===== src/rtl/strike_pkg.sv =====
package strike_pkg;

    typedef enum logic [2:0] {
        MODE_OFF    = 3'd0,
        MODE_LISTEN = 3'd1,
        MODE_VERIFY = 3'd2,
        MODE_LHOLD  = 3'd3,
        MODE_DHOLD  = 3'd4
    } mode_e;

    localparam logic [3:0] CODE_NONE   = 4'b0000;
    localparam logic [3:0] CODE_NOISE  = 4'b0001;
    localparam logic [3:0] CODE_DISTRB = 4'b0100;
    localparam logic [3:0] CODE_STRIKE = 4'b1000;

    function automatic int strike_threshold(input logic [1:0] sel);
        case (sel)
            2'b00:   return 1;
            2'b01:   return 5;
            2'b10:   return 9;
            default: return 16;
        endcase
    endfunction

    function automatic logic [1:0] code_rank(input logic [3:0] code);
        case (code)
            CODE_STRIKE: return 2'd3;
            CODE_DISTRB: return 2'd2;
            CODE_NOISE:  return 2'd1;
            default:     return 2'd0;
        endcase
    endfunction

endpackage


===== src/rtl/mode_fsm.sv =====
module mode_fsm
    import strike_pkg::*;
#(
    parameter int LIGHT_HOLD_TICKS = 10,
    parameter int DIST_HOLD_TICKS  = 15
) (
    input  logic  clk_i,
    input  logic  rst_ni,
    input  logic  tick_i,
    input  logic  wd_cross_i,
    input  logic  class_valid_i,
    input  logic  class_light_i,
    input  logic  cfg_pwd_i,
    output mode_e mode_o,
    output logic  active_o,
    output logic  strike_evt_o,
    output logic  disturb_evt_o
);
    localparam int MAX_HOLD = (LIGHT_HOLD_TICKS > DIST_HOLD_TICKS) ? LIGHT_HOLD_TICKS : DIST_HOLD_TICKS;
    localparam int HC_W     = $clog2(MAX_HOLD + 1);
    localparam logic [HC_W-1:0] LH_LAST = HC_W'(LIGHT_HOLD_TICKS - 1);
    localparam logic [HC_W-1:0] DH_LAST = HC_W'(DIST_HOLD_TICKS - 1);

    mode_e           state_q, state_d;
    logic [HC_W-1:0] hold_q;

    // next-state logic
    always_comb begin
        state_d = state_q;
        unique case (state_q)
            MODE_OFF:    state_d = MODE_LISTEN;
            MODE_LISTEN: if (wd_cross_i) state_d = MODE_VERIFY;
            MODE_VERIFY: if (class_valid_i) state_d = class_light_i ? MODE_LHOLD : MODE_DHOLD;
            MODE_LHOLD:  if (tick_i && hold_q == LH_LAST) state_d = MODE_LISTEN;
            MODE_DHOLD:  if (tick_i && hold_q == DH_LAST) state_d = MODE_LISTEN;
            default:     state_d = MODE_OFF;
        endcase
        if (cfg_pwd_i) state_d = MODE_OFF;
    end

    // state register
    always_ff @(posedge clk_i or negedge rst_ni) begin
        if (!rst_ni) state_q <= MODE_OFF;
        else         state_q <= state_d;
    end

    // dead-time tick counter
    always_ff @(posedge clk_i or negedge rst_ni) begin
        if (!rst_ni)                 hold_q <= '0;
        else if (state_d != state_q) hold_q <= '0;
        else if (tick_i && (state_q == MODE_LHOLD || state_q == MODE_DHOLD))
            hold_q <= hold_q + 1'b1;
    end

    // outputs
    always_comb begin
        mode_o        = state_q;
        active_o      = (state_q != MODE_OFF) && !cfg_pwd_i;
        strike_evt_o  = 1'b0;
        disturb_evt_o = 1'b0;
        unique case (state_q)
            MODE_VERIFY: begin
                strike_evt_o  = active_o && class_valid_i && class_light_i;
                disturb_evt_o = active_o && class_valid_i && !class_light_i;
            end
            default: ;
        endcase
    end

endmodule


===== src/rtl/strike_window.sv =====
module strike_window
    import strike_pkg::*;
#(
    parameter int DEPTH        = 16,
    parameter int WINDOW_TICKS = 9000
) (
    input  logic                         clk_i,
    input  logic                         rst_ni,
    input  logic                         tick_i,
    input  logic                         push_i,
    input  logic                         clear_i,
    input  logic [1:0]                   min_sel_i,
    output logic                         hit_o,
    output logic [$clog2(DEPTH+1)-1:0]   count_o
);
    // DEPTH must be a power of two so the index wraps naturally
    localparam int IDX_W = $clog2(DEPTH);
    localparam int CNT_W = $clog2(DEPTH + 1);
    localparam int TS_W  = $clog2(WINDOW_TICKS) + 2;
    localparam logic [TS_W-1:0]  WIN = TS_W'(WINDOW_TICKS);
    localparam logic [CNT_W-1:0] FULL = CNT_W'(DEPTH);

    logic [TS_W-1:0]  now_q;
    logic [TS_W-1:0]  stamp_q [DEPTH];
    logic [IDX_W-1:0] head_q;
    logic [CNT_W-1:0] count_q;
    logic [IDX_W-1:0] tail;
    logic [TS_W-1:0]  age;
    logic             expire;
    logic [CNT_W-1:0] live;

    assign tail   = head_q + IDX_W'(count_q);
    assign age    = now_q - stamp_q[head_q];
    assign expire = (count_q != '0) && (age >= WIN);
    assign live   = count_q - CNT_W'(expire);
    assign hit_o  = (int'(live) + 1) >= strike_threshold(min_sel_i);
    assign count_o = count_q;

    always_ff @(posedge clk_i or negedge rst_ni) begin
        if (!rst_ni)     now_q <= '0;
        else if (tick_i) now_q <= now_q + 1'b1;
    end

    always_ff @(posedge clk_i) begin
        if (push_i && !clear_i) stamp_q[tail] <= now_q;
    end

    always_ff @(posedge clk_i or negedge rst_ni) begin
        if (!rst_ni) begin
            head_q  <= '0;
            count_q <= '0;
        end else if (clear_i) begin
            head_q  <= '0;
            count_q <= '0;
        end else begin
            unique case ({push_i, expire})
                2'b10: begin
                    if (count_q == FULL) head_q <= head_q + 1'b1;
                    else                 count_q <= count_q + 1'b1;
                end
                2'b11: head_q <= head_q + 1'b1;
                2'b01: begin
                    head_q  <= head_q + 1'b1;
                    count_q <= count_q - 1'b1;
                end
                default: ;
            endcase
        end
    end

endmodule


===== src/rtl/irq_arbiter.sv =====
module irq_arbiter
    import strike_pkg::*;
(
    input  logic       clk_i,
    input  logic       rst_ni,
    input  logic       strike_req_i,
    input  logic       disturb_req_i,
    input  logic       noise_req_i,
    input  logic       dist_req_i,
    input  logic       rd_i,
    output logic       irq_o,
    output logic [3:0] code_o
);
    logic       any_new;
    logic [3:0] new_code;
    logic       keep_old;

    always_comb begin
        any_new  = strike_req_i | disturb_req_i | noise_req_i | dist_req_i;
        if (strike_req_i)       new_code = CODE_STRIKE;
        else if (disturb_req_i) new_code = CODE_DISTRB;
        else if (noise_req_i)   new_code = CODE_NOISE;
        else                    new_code = CODE_NONE;
        keep_old = irq_o && (code_rank(code_o) > code_rank(new_code));
    end

    always_ff @(posedge clk_i or negedge rst_ni) begin
        if (!rst_ni) begin
            irq_o  <= 1'b0;
            code_o <= CODE_NONE;
        end else if (any_new) begin
            irq_o  <= 1'b1;
            code_o <= keep_old ? code_o : new_code;
        end else if (rd_i) begin
            irq_o  <= 1'b0;
            code_o <= CODE_NONE;
        end
    end

endmodule


===== src/rtl/strike_event_ctrl.sv =====
module strike_event_ctrl
    import strike_pkg::*;
#(
    parameter int TICKS_PER_SEC = 10,
    parameter int DEPTH         = 16,
    parameter int WINDOW_SEC    = 900
) (
    input  logic       clk_i,
    input  logic       rst_ni,
    input  logic       tick_i,
    input  logic       wd_cross_i,
    input  logic       class_valid_i,
    input  logic       class_light_i,
    input  logic       noise_hi_i,
    input  logic       dist_chg_i,
    input  logic       int_rd_i,
    input  logic       cfg_pwd_i,
    input  logic       cfg_mask_dist_i,
    input  logic [1:0] cfg_min_strikes_i,
    input  logic       cfg_clr_stat_i,
    output logic       irq_o,
    output logic [3:0] int_code_o,
    output logic [2:0] mode_o
);
    localparam int LIGHT_HOLD_TICKS = TICKS_PER_SEC;
    localparam int DIST_HOLD_TICKS  = (TICKS_PER_SEC * 3) / 2;
    localparam int WINDOW_TICKS     = TICKS_PER_SEC * WINDOW_SEC;
    localparam int CNT_W            = $clog2(DEPTH + 1);

    mode_e            mode_w;
    logic             active_w;
    logic             strike_evt_w;
    logic             disturb_evt_w;
    logic             hit_w;
    logic [CNT_W-1:0] strike_cnt_w;
    logic             clr_prev_q;
    logic             clr_edge_w;

    always_ff @(posedge clk_i or negedge rst_ni) begin
        if (!rst_ni) clr_prev_q <= 1'b1;
        else         clr_prev_q <= cfg_clr_stat_i;
    end
    assign clr_edge_w = cfg_clr_stat_i && !clr_prev_q;

    mode_fsm #(
        .LIGHT_HOLD_TICKS(LIGHT_HOLD_TICKS),
        .DIST_HOLD_TICKS (DIST_HOLD_TICKS)
    ) u_fsm (
        .clk_i        (clk_i),
        .rst_ni       (rst_ni),
        .tick_i       (tick_i),
        .wd_cross_i   (wd_cross_i),
        .class_valid_i(class_valid_i),
        .class_light_i(class_light_i),
        .cfg_pwd_i    (cfg_pwd_i),
        .mode_o       (mode_w),
        .active_o     (active_w),
        .strike_evt_o (strike_evt_w),
        .disturb_evt_o(disturb_evt_w)
    );

    strike_window #(
        .DEPTH       (DEPTH),
        .WINDOW_TICKS(WINDOW_TICKS)
    ) u_win (
        .clk_i    (clk_i),
        .rst_ni   (rst_ni),
        .tick_i   (tick_i),
        .push_i   (strike_evt_w),
        .clear_i  (clr_edge_w),
        .min_sel_i(cfg_min_strikes_i),
        .hit_o    (hit_w),
        .count_o  (strike_cnt_w)
    );

    irq_arbiter u_irq (
        .clk_i        (clk_i),
        .rst_ni       (rst_ni),
        .strike_req_i (strike_evt_w && hit_w),
        .disturb_req_i(disturb_evt_w && !cfg_mask_dist_i),
        .noise_req_i  (noise_hi_i && active_w),
        .dist_req_i   (dist_chg_i && active_w),
        .rd_i         (int_rd_i),
        .irq_o        (irq_o),
        .code_o       (int_code_o)
    );

    assign mode_o = mode_w;

endmodule


===== config.mk =====
export PLATFORM = sky130hd
export DESIGN_NAME = strike_event_ctrl
export DESIGN_NICKNAME = d
export VERILOG_FILES = /design/src/rtl/strike_pkg.sv /design/src/rtl/mode_fsm.sv /design/src/rtl/strike_window.sv /design/src/rtl/irq_arbiter.sv /design/src/rtl/strike_event_ctrl.sv
export SDC_FILE = /design/constraint.sdc
export NUM_CORES = 1
export LEC_CHECK = 0
export ABC_CLOCK_PERIOD_IN_PS = 10500
export BUFFER_PORTS_ARGS = -buffer_cell sky130_fd_sc_hd__buf_4
export CORE_MARGIN = 5
export CORE_UTILIZATION = 50
export CTS_CLUSTER_SIZE = 25
export DETAILED_ROUTE_END_ITERATION = 7
export PLACE_DENSITY = 0.69
export SLEW_MARGIN = 20
export SYNTH_ARGS = -nofsm -noshare
export SYNTH_HDL_FRONTEND = slang
export SYNTH_HIERARCHICAL = 1
export SYNTH_SLANG_ARGS = --single-unit

===== constraint.sdc =====
create_clock -name clk_i -period 10.5 [get_ports clk_i]
set_input_delay 0 -clock clk_i [delete_from_list [all_inputs] [get_ports clk_i]]
set_output_delay 0 -clock clk_i [all_outputs]
set_load 0.005 [all_outputs]

### Yosys cells after proc, flatten, opt, wreduce, memory -nomap -nowiden

Memory sizes are Yosys's and may differ from the RTL's.
Cells that the tools add are included.

| word-level totals | value |
|---|---|
| logic and storage cells | 109 |
| memory bits (writable) | 256 |
| bits of input ports | 14 |
| memories | 1 |
| output and inout bits | 8 |
| register bits after elaboration | 38 |

Memories:

| memory | words | bits a word | rd ports | clocked after memory_dff | write ports | line | text |
|---|---|---|---|---|---|---|---|
| u_win.stamp_q | 16 | 16 | 1 | 0 | 1 | strike_window.sv:24 | `logic [TS_W-1:0] stamp_q [DEPTH];` |

| cells by class | value |
|---|---|
| reductions and logical operators | 33 |
| multiplexer cells | 30 |
| magnitude comparators | 3 |
| add/sub/neg operators | 9 |
| equal/unequal tests | 22 |
| bitwise gates (word level) | 3 |

Operators by type and width:

| kind | number |
|---|---|
| 2-to-1 mux 4 bit | 9 |
| greater-or-equal comparator 32 x 6 -> 1 bit | 1 |
| 2-to-1 mux 3 bit | 6 |
| adder 16 x 1 -> 16 bit, second input constant | 1 |
| equality test 4 bit, second input constant | 4 |
| greater-or-equal comparator 16 x 14 -> 1 bit, second input constant | 1 |
| subtractor 16 bit | 1 |
| logical AND 1 bit | 15 |
| one-hot mux 3 bit (5 select lines) | 1 |
| one-hot mux 5 bit (3 select lines) | 1 |
| one-hot mux 2 bit (3 select lines) | 2 |
| 2-to-1 mux 5 bit | 2 |
| one-hot mux 5 bit (2 select lines) | 1 |
| nonzero test 3 bit | 3 |
| adder 4 x 1 -> 4 bit, second input constant | 2 |
| equality test 4 x 1 -> 1 bit, second input constant | 2 |
| equality test 4 x 3 -> 1 bit, second input constant | 2 |
| one-hot mux 4 bit (2 select lines) | 1 |
| 2-to-1 mux 1 bit | 7 |
| adder 5 x 1 -> 6 bit, second input constant | 1 |
| equality test 2 bit, second input constant | 3 |
| equality test 3 x 2 -> 1 bit, second input constant | 2 |
| AND reduction 2 bit | 3 |
| adder 5 x 1 -> 5 bit, second input constant | 1 |
| 20 further kinds | 28 |

### Logic depth before layout (Yosys ltp)

An unclocked memory read counts as a cell.

| depth | value |
|---|---|
| depth in word-level cells | 15 |
| gate-level depth with buffers | 34 |

### Modules after synthesis

The synthesis kept the hierarchy.

By module, submodules not included:

| module | instances | sequential area each (um^2) | area an instance (um^2) | cells each |
|---|---|---|---|---|
| strike_window | 1 | 8313.0 | 12338.1 | 694 |
| mode_fsm | 1 | 175.2 | 575.6 | 65 |
| irq_arbiter | 1 | 100.1 | 304.0 | 31 |
| strike_event_ctrl | 1 | 26.3 | 72.6 | 6 |

### Worst setup path before layout

No wires, ideal clock.

| timing | value |
|---|---|
| path kind | register -> register |
| start point | reg u_win.head_q[0] |
| end point | reg u_irq.code_o[2] |
| stages on the path, launching flop included | 31 |
| clock period less this slack | 7.287 ns |
| path buffers | 3 |
| arrival | 7.166 ns |
| setup slack | 3.213 ns |
| required time | 10.379 ns |
| library setup time | 0.121 ns |
| cell sequence | dfrtp_1 > clkbuf_1 > clkbuf_1 > mux4_2 > mux4_2 > inv_1 > ha_1 > a21oi_1 > o221ai_2 > a2111o_1 > a21bo_2 > a32oi_1 > a2bb2oi_2 > nor2b_4 > or2_1 > buf_4 > ha_1 > ha_1 > inv_1 > ha_1 > or3b_2 > a21o_1 > a21oi_1 > o21ai_0 > and2_1 > nor2_1 > ha_1 > nor2b_1 > o211ai_4 > mux2i_1 > a32o_2 |

| between the ends | value |
|---|---|
| cells in the longest elaborated chain, start to end | 15 |
| elaborated cells between the ends (all ways) | 23 |
| those cells by class | add/sub: 3; order compare: 3; eq/ne: 4; mux: 4; bitwise: 3; reduce/logical: 5; memory: 1 |

Ends and longest elaborated chain:

| element | line | text |
|---|---|---|
| start: declaration | strike_window.sv:25 | `logic [IDX_W-1:0] head_q;` |
| start signal: assignment | strike_window.sv:58 | `if (count_q == FULL) head_q <= head_q + 1'b1;` |
| start signal: assignment | strike_window.sv:61 | `2'b11: head_q <= head_q + 1'b1;` |
| start signal: assignment | strike_window.sv:63 | `head_q <= head_q + 1'b1;` |
| memory read (16 x 16 bit) (*) | - |  |
| subtractor 16 bit (*) | strike_window.sv:33 | `assign age = now_q - stamp_q[head_q];` |
| greater-or-equal comparator 16 x 14 -> 1 bit (*) | strike_window.sv:34 | `assign expire = (count_q != '0) && (age >= WIN);` |
| logical AND 1 bit (*) | strike_window.sv:34 |  |
| subtractor 5 x 1 -> 5 bit (*) | strike_window.sv:35 | `assign live = count_q - CNT_W'(expire);` |
| adder 5 x 1 -> 6 bit (*) | strike_window.sv:36 | `assign hit_o = (int'(live) + 1) >= strike_threshold(min_sel_i);` |
| greater-or-equal comparator 32 x 6 -> 1 bit (*) | strike_window.sv:36 |  |
| named net hit_w | strike_event_ctrl.sv:34 | `logic hit_w;` |
| logical AND 1 bit (*) | strike_event_ctrl.sv:79 | `.strike_req_i (strike_evt_w && hit_w),` |
| 2-to-1 mux 4 bit | irq_arbiter.sv:20 | `if (strike_req_i) new_code = CODE_STRIKE;` |
| equality test 4 x 1 -> 1 bit, or another cell as far along | strike_pkg.sv:26 | `case (code)` |
| one-hot mux 2 bit (3 select lines) | strike_pkg.sv:26 |  |
| > comparator 2 bit | irq_arbiter.sv:24 | `keep_old = irq_o && (code_rank(code_o) > code_rank(new_code));` |
| logical AND 1 bit | irq_arbiter.sv:24 |  |
| inequality test 2 bit (no line) | - |  |
| AND reduction 2 bit (no line) | - |  |
| end signal: assignment | irq_arbiter.sv:33 | `code_o <= keep_old ? code_o : new_code;` |
| end: declaration | irq_arbiter.sv:12 | `output logic [3:0] code_o` |

The timed path passes the listed nets; every way through them passes the cells marked *. The select of a mux whose other input is x is not followed.
A chain may end at the register's enable or synchronous reset.

### Worst setup path in the final report

Ends and elaborated chain as after synthesis.

==> impl_metrics.ini <==
[timing]
rsz0062_at_grt = false
finalSetupViolCount = 0
timing.final.crit_share = 0.806
hold_viol = 8
hold_ws_ns = -0.00762
period_minus_slack_ns = 8.46
skew_ns = 0.0103
slew_violations = 0
fmax_ghz = 0.118
setup_tns_ns = 0
relSlewSlack = 0.322
setup_slack_ns = 2.04
worstMarginPinSlew_ns = 1.02

[routing]
drtAntennaViolNets = 0
vias = 7388
dr.pass1.iters = 6
avgViaCountPerCell = 6.12
drt_iter0_markers = 755
routed_wl_microns = 29200
drc_errors = 0
wl_per_cell_microns = 24.2

[clock_network]
cts-buffers-inserted = 29
clockBufferDepth = 3
cts.reportedPaths.clkPinSlew_ns = 0.06
cts_sinks = 293
htree_num_levels = 1
root_buffer = clkbuf_16
tritoncts = yes
insertion_delay_ns = 0.55
post_cts_buffers = 0

[critical_path]
cp-end-kind = register
path_max_fanout = 50
start_kind = register
criticalPathCategory = reg2reg
critical_path.n_buffers_inverters = 3
cp_slowest_cell = dfrtp_4
crit_top_cell = ha_1
critPathMaxStageDelay_ns = 1.07
critPathRequiredTime_ns = 10.93
path_delay_family = compound AO/OA/AOI/OAI gates
critPathArrivalTime_ns = 8.89

[synthesis]
yosysUniqueCellTypes = 81
ys_warn_count = 6
netlist_area_sq_um = 13300
syn-num-nets = 851
synth_enable_flop_cells = 256
yosys.area_share.adder = 0.0403
async_flop_share = 0.126
seq_area_frac_synth = 0.648
ys.flop_type = edfxtp_1
synth_xor_area_frac = 0.0270
synth_compound_gate_area_share = 0.0526
yosys.area_share.simple = 0.0689
avgSynthCellArea_sq_um = 16.7
syn_inst = 796
ys_ff_latch = 293
synth_top_family_by_area = multiplexers
synthMuxAreaShare = 0.143

[power_and_ir_drop]
p_leak_nw = 5.06
vdd_drop_max_uv = 152
cellPowerDensity_nw_per_um2 = 266
total_power_mw = 3.97

[placement]
place_inst = 1142
placed_cell_area_sq_um = 13900
detailed_place_hpwl_microns = 17500
port_buffers = 20
gp_congestion = 0.893
place_ws_ns = 2.14

[floorplan]
core_sq_um = 26100
dieArea_sq_um = 29900
placementRows = 59
die_y_microns = 173
io_pins = 22
start_util = 0.509
dieWidth_microns = 173

[final_layout]
instances_no_fill = 1208
fin_area_sq_um = 14900
area_delta_synth_final_pct = 12.5
fin_nets = 907
final_util = 0.572
drive_above_1_share = 0.228
n_antenna_cell = 0

[grt]
use_met1 = 0.260
grt_pass1_wl_microns = 45500
gr-total-overflow = 0
first_global_vias = 7723
grt_max_degree = 51
globalRouteTotalUtil = 0.195
grt-busiest-layer = met2
gr-usage-met2 = 0.339
antenna_found_initial = 0
grt.met3_usage = 0.0282

[worst_hold_path]
hold_class = in2async

[run]
cap_violations = 0

[run_status]
violations = hold timing
outcome = finished, violations left
-- kinds of logic (layout without fill, tap and decap cells) --
logic type,Yosys count,in the layout
AND/OR/NAND/NOR,171,171
AO/OA/AOI/OAI,96,96
adder cells (fa/ha/maj),41,41
other,1,1
buffers and inverters,64,141
flip-flops,293,293
multiplexers,89,89
XOR/XNOR,41,41
-- power by group --
group / leakage, nW / switching [mW] / internal, mW
clock network: 0.435 / 0.416 / 0.552
logic: 2.00 / 0.753 / 0.707
registers: 2.63 / 0.191 / 1.35
-- cell usage after synthesis, types with 10 or more instances --
cell type    n  area share
xor2_1      18       0.012
o21ai_0     10      0.0038
mux4_2      79        0.13
edfxtp_1   256        0.58
clkbuf_1    15      0.0042
dfrtp_1     36       0.068
ha_1        38       0.036
a21oi_1     28       0.011
xnor2_1     23       0.015
nor2_1      44       0.012
inv_1       35      0.0099
nand3_1     21      0.0079
nand2_1     30      0.0085
nor3_1      10      0.0038
-- state kept, by name (all words and copies together) (netlist names) --
name and flops:
u_fsm/hold_q 4, u_fsm/mode_o 3, clr_prev_q 1, u_win/stamp_q 256, u_win/head_q 4, u_win/count_o 5
u_irq/code_o 3, u_irq/irq_o 1, u_win/now_q 16
-- metal layers --
layer  vias to the layer above  routed length [microns]
met2                       270                    14900
met1                      3821                    12000
met4                         0                      651
li1                       3249                        -
met3                        48                     1620
met5                         -                        0
-- path summary, 6_finish.rpt --
path / cells past startpoint / slack (ns) / to / startpoint
worst min register to register: 1 / 0.60 / u_irq/code_o[2]$_DFFE_PN0P_ / u_irq/code_o[2]$_DFFE_PN0P_
worst min-delay path: 2 / -0.008 / u_win/count_o[3]$_DFFE_PN0P_ / rst_ni
worst max-delay path: 28 / 2.04 / u_irq/code_o[2]$_DFFE_PN0P_ / u_win/head_q[0]$_DFFE_PN0P_
min in group clk_i: 5 / 0.09 / u_fsm/hold_q[0]$_DFFE_PN0P_ / class_valid_i
worst max register to register: 28 / 2.04 / u_irq/code_o[2]$_DFFE_PN0P_ / u_win/head_q[0]$_DFFE_PN0P_
max in group asynchronous: 2 / 10.08 / u_win/head_q[0]$_DFFE_PN0P_ / rst_ni
-- layout make-up --
type | count | area, sq um
fill | 1962 | 11200
tap | 335 | 419
clock buffer | 40 | 797
multi-input combinational | 439 | 4450
inverter | 35 | 131
clock inverter | 12 | 86.3
timing repair buffer | 54 | 440
sequential | 293 | 8620
-- cell usage in the layout (no fill, tap or decap), drive strengths merged, types with 3 or more instances in the layout --
cell type    synthesis  final
xnor2               23     23
dlygate4sd3          0     14
and3                 8      8
dfrtp               36     36
nand2               30     30
buf                 14     40
inv                 35     36
clkinv               0     10
ha                  38     38
a21o                10     10
nor2                45     45
nand3               21     21
o21ai               13     13
mux2i                7      7
nand4                9      9
nor2b               10     10
nor4                 3      3
mux4                80     80
a21oi               31     31
xor2                18     18
nand2b               9      9
nor3                10     10
or3                  3      3
o211ai               7      7
clkbuf              15     40
edfxtp             256    256
and2                 4      4
nand3b               6      6
or2                  5      5
fa                   3      3
a21bo                3      3
-- timing repair --
action,in CTS,in global routing
endpoints found under the setup margin,0,0
hold endpoints to repair,60,0
resized for setup,0,0
hold buffers,14,0
(Power assumes the default switching activity.)
